==> src/rtl/cksum_pkg.sv <==
package cksum_pkg;
  // strobes from control to datapath, one cycle each
  typedef struct packed {
    logic takeByte;    // a byte is present and is summed
    logic closeBlock;  // the present byte ends its block
    logic genMode;     // the closing byte asks for a generated checksum
  } cksumStrobe_t;
endpackage

==> src/rtl/cksum_ctrl.sv <==
module cksum_ctrl
  import cksum_pkg::*;
(
  input  logic         clk,
  input  logic         rst,
  input  logic         inValid,
  input  logic         inLast,
  input  logic         modeCheck,
  input  logic         totalZero,
  output cksumStrobe_t strobe,
  output logic         sumValid,
  output logic         checkPass,
  output logic         checkFail,
  output logic         parityValid
);
  always_comb begin
    strobe.takeByte   = inValid;
    strobe.closeBlock = inValid & inLast;
    strobe.genMode    = ~modeCheck;
  end

  always_ff @(posedge clk) begin
    if (rst) begin
      sumValid    <= 1'b0;
      checkPass   <= 1'b0;
      checkFail   <= 1'b0;
      parityValid <= 1'b0;
    end else begin
      sumValid    <= strobe.closeBlock & strobe.genMode;
      checkPass   <= strobe.closeBlock & ~strobe.genMode & totalZero;
      checkFail   <= strobe.closeBlock & ~strobe.genMode & ~totalZero;
      parityValid <= strobe.takeByte;
    end
  end
endmodule

==> src/rtl/cksum_dp.sv <==
module cksum_dp
  import cksum_pkg::*;
#(
  parameter int DATA_W = 8
) (
  input  logic              clk,
  input  logic              rst,
  input  cksumStrobe_t      strobe,
  input  logic [DATA_W-1:0] inByte,
  input  logic              parityOdd,
  output logic              totalZero,
  output logic [DATA_W-1:0] sumOut,
  output logic              parityOut
);
  localparam logic [DATA_W-1:0] ZERO = '0;

  logic [DATA_W-1:0] acc;
  logic [DATA_W-1:0] runTotal;
  logic [DATA_W:0]   xorChain;

  // carry out of the top bit is simply not kept
  assign runTotal  = acc + inByte;
  assign totalZero = (runTotal == ZERO);

  // parity reduction as an explicit chain, seeded with the polarity
  assign xorChain[0] = parityOdd;
  for (genvar i = 0; i < DATA_W; i++) begin : g_par
    assign xorChain[i+1] = xorChain[i] ^ inByte[i];
  end

  always_ff @(posedge clk) begin
    if (rst) begin
      acc       <= ZERO;
      sumOut    <= ZERO;
      parityOut <= 1'b0;
    end else if (strobe.takeByte) begin
      acc       <= strobe.closeBlock ? ZERO : runTotal;
      parityOut <= xorChain[DATA_W];
      if (strobe.closeBlock && strobe.genMode) sumOut <= ~runTotal + 1'b1;
    end
  end
endmodule

==> src/rtl/cksum_unit.sv <==
module cksum_unit
  import cksum_pkg::*;
#(
  parameter int DATA_W = 8
) (
  input  logic              clk,
  input  logic              rst,
  input  logic              modeCheck,
  input  logic              parityOdd,
  input  logic [DATA_W-1:0] inByte,
  input  logic              inValid,
  input  logic              inLast,
  output logic [DATA_W-1:0] sumOut,
  output logic              sumValid,
  output logic              checkPass,
  output logic              checkFail,
  output logic              parityOut,
  output logic              parityValid
);
  cksumStrobe_t strobe;
  logic         totalZero;

  cksum_ctrl u_ctrl (
    .clk(clk), .rst(rst), .inValid(inValid), .inLast(inLast),
    .modeCheck(modeCheck), .totalZero(totalZero), .strobe(strobe),
    .sumValid(sumValid), .checkPass(checkPass), .checkFail(checkFail),
    .parityValid(parityValid)
  );

  cksum_dp #(.DATA_W(DATA_W)) u_dp (
    .clk(clk), .rst(rst), .strobe(strobe), .inByte(inByte),
    .parityOdd(parityOdd), .totalZero(totalZero), .sumOut(sumOut),
    .parityOut(parityOut)
  );
endmodule

==> config.mk <==
export PLATFORM = sky130hd
export DESIGN_NAME = cksum_unit
export DESIGN_NICKNAME = d
export VERILOG_FILES = /design/src/rtl/cksum_pkg.sv /design/src/rtl/cksum_ctrl.sv /design/src/rtl/cksum_dp.sv /design/src/rtl/cksum_unit.sv
export SDC_FILE = /design/constraint.sdc
export NUM_CORES = 1
export LEC_CHECK = 0
export CAP_MARGIN = 20
export CELL_PAD_IN_SITES_DETAIL_PLACEMENT = 2
export CELL_PAD_IN_SITES_GLOBAL_PLACEMENT = 2
export CORE_MARGIN = 10
export CORE_UTILIZATION = 27
export DETAILED_ROUTE_END_ITERATION = 6
export GPL_ROUTABILITY_DRIVEN = 0
export PLACE_DENSITY = 0.76
export SYNTH_ARGS = -nofsm -noshare
export SYNTH_HDL_FRONTEND = slang
export SYNTH_SLANG_ARGS = --single-unit
==> constraint.sdc <==
create_clock -name clk -period 2.6 [get_ports clk]
set_clock_uncertainty 0.15 [all_clocks]
set_input_delay 0.26 -clock clk [delete_from_list [all_inputs] [get_ports clk]]
set_output_delay 0.26 -clock clk [all_outputs]
set_load 0.01 [all_outputs]
==> impl_metrics.toml <==
[detailed_routing]
wl_per_cell_um = 16.9
drc = 0
routed_wl_um = 4530
drtPass1Iterations = 4
drt-initial-drc-count = 26
viasPerCell = 4.90
num_vias = 1314
postRouteAntennaNets = 0

[setup_path]
cp-start-kind = "input port"
crit_slowest_cell = "clkdlybuf4s50_1"
crit_required_ns = 2.63
path_max_fanout = 3
path_common_cell = "buf_4"
r2r-end = "u_dp.sumOut[6]"
rr_worst_depth = 8
rrSetupSlack_ns = 0.15
reg2reg_from = "u_dp.acc[0]"
critical_path_class = "input port to register"
worstPathCellList = "clkdlybuf4s50_1 > ha_1 > buf_4 > buf_4 > inv_1 > o21ai_1 > a311oi_4 > buf_4 > nor3_2 > xnor2_1 > a211oi_2"
crit_arrival_ns = 2.49
cp-end-kind = "register"
max_stage_delay_ns = 0.45

[global_routing]
grt_pass1_wl_um = 7760
grtUsageTotal = 0.112
grt_overflow_total = 0
antenna_found_initial = 0
grt_max_degree = 20
grt_pass1_vias = 1575

[final_layout]
syn_to_final_growth_pct = 39.6
n_antenna_cell = 0
nets = 225
drive_gt1_frac = 0.204

[yosys]
syn_inst = 154
async_flop_share = 0
ys_ff_latch = 21
yosys-top-cells-area = "dfxtp_1, ha_1, xnor2_1"
synthFlopType = "dfxtp_1"
synth_edf_count = 0
synth_most_common_cell = "dfxtp_1"
synth.largest_area_cell = "dfxtp_1"
synthesis.nets = 177
ys_warn_count = 0
synth_top_cell_area_share = 0.311
synth.lib_cells_used.distinct = 46
syn-cell-area_um2 = 1350
avgSynthCellArea_um2 = 8.79
seq_area_frac_synth = 0.311
synth_commonest_cells = "dfxtp_1, nor2_1, nand2_1, a21oi_1, xnor2_1"

[floorplanning]
ioPinCount = 27
die_width_um = 90.8
die_y_um = 90.8
core_um2 = 4790
initial_core_util = 0.283
die-area_um2 = 8250
rows = 25

[hold_path]
hold_path.class = "register to register"
whs_path_depth = 2
min_to = "u_dp.sumOut[3]"
hp-start = "u_dp.sumOut[3]"

[sta]
fin_hold_ws_ns = 0.323
tns_ns = 0
slew-limit-headroom = 0.570
rsz0062_at_grt = "no"
min_period_ns = 2.46
timing.fmax_mhz = 407
finalHoldViolCount = 0
report.final.setup_viol = 0
period_share = 0.945
tightest_slew_ns = 0.642
slew_violations = 0

[clocking]
cts_made_buffers = 3
clk_pin_slew_ns = 0.09
post_cts_buffers = 0
cts_hold_buf = 0
cts_sinks = 21
root_buffer = "clkbuf_8"
clockBufferDepth = 2
htree_levels = 1
cts_tree = "yes"
insertion_delay_ns = 0.27

[pwr]
ir_drop_mv = 0.309
p_leak_nw = 0.762
power_density_nw_per_um2 = 469

[place]
numPortBuffers = 26
hpwl_um = 3620

[flow_run]
maxCapViolCount = 0

[outcome]
run_status = "complete, no violations"
-- repair_timing --
item,4_1_cts,5_1_grt
pin swaps,1,1
setup endpoints to repair,3,1
resized for setup,2,1
-- report_power, final --
part	internal [mW]	total [mW]	switching, mW
combinational	0.156	0.315	0.159
sequential	0.339	0.349	0.0104
clock	0.107	0.222	0.115
-- through the flow --
step	total power [mW]	instances	util	cell area, µm²	worst slack, ns
final	0.886	268	0.395	1890	0.144
after floorplan	0.531	154	-	1350	0.149
after global routing	0.943	268	0.395	1890	0.0190
after CTS	0.891	268	0.393	1880	0.122
after global placement	0.652	264	0.383	1830	-0.250
after detailed placement	0.669	264	0.383	1830	-0.328
-- layer usage --
| metal | GRT usage | vias to the layer above | part of all wire |
|---|---|---|---|
| li1 | - | 641 | - |
| met1 | 0.122 | 648 | 0.45 |
| met2 | 0.215 | 21 | 0.52 |
| met3 | 0.0258 | 4 | 0.027 |
| met4 | 0.0196 | 0 | 0.0051 |
| met5 | 0 | - | 0 |
-- worst max path at each step --
stage | slack [ns] | start | cells after the start | end
2_1_floorplan | 0.15 | u_dp.acc[0] | 8 | u_dp.sumOut[7]
3_3_place_gp | -0.25 | inByte[0] | 9 | u_dp.sumOut[7]
3_5_place_dp | -0.33 | inByte[0] | 9 | u_ctrl.checkFail
4_1_cts | 0.12 | inByte[1] | 10 | u_dp.sumOut[7]
5_1_grt | 0.02 | inByte[1] | 10 | u_dp.sumOut[7]
6_report | 0.14 | inByte[5] | 11 | u_dp.sumOut[7]
-- state kept, by name, summed over array words and instances, names as in the netlist --
register,count
u_dp.acc,8
u_dp.sumOut,8
u_ctrl.checkFail,1
u_ctrl.checkPass,1
u_ctrl.parityValid,1
u_ctrl.sumValid,1
u_dp.parityOut,1
-- cells in the final DEF (no fill, tap or decap), types with 2 or more instances in the layout --
cell	n
clkdlybuf4s50_1	25
buf_4	23
dfxtp_1	21
nor2_1	16
nand2_1	13
a21oi_1	11
xnor2_1	10
ha_1	7
inv_1	6
nand3_1	6
xor2_1	5
a22oi_1	5
or3_1	4
a21o_1	3
nand3b_1	3
clkbuf_8	3
or2_2	2
nor2b_1	2
nor3b_1	2
a21oi_2	2
and3_1	2
nor3_1	2
-- cells by family (layout without fill, tap and decap cells) --
family / count (synthesis) / after routing / synth area share
mux: 1 / 1 / 0.00739
simple gates: 60 / 60 / 0.233
compound gates: 36 / 36 / 0.219
buf+inv: 12 / 59 / 0.0444
flops: 21 / 21 / 0.311
xor+xnor: 15 / 15 / 0.0970
fa+ha+maj: 9 / 9 / 0.0887
-- worst max-delay path, delay by kind of cell --
kind,cells,cell delay (ns)
buffers and inverters,5,1.03
xor gates and xnor gates,1,0.15
and+or+nand+nor,1,0.05
AOI/OAI and AO/OA,3,0.67
adders and majority gates,1,0.32
-- cell type report --
cell class	count	area (µm²)
clock buffer	3	41.3
inverter	6	22.5
clock inverter	1	5.00
sequential	21	420
fill	551	2900
timing repair buffer	49	432
multi-input combinational	121	885
tap	67	83.8
Power figures use the tool's default switching activity.
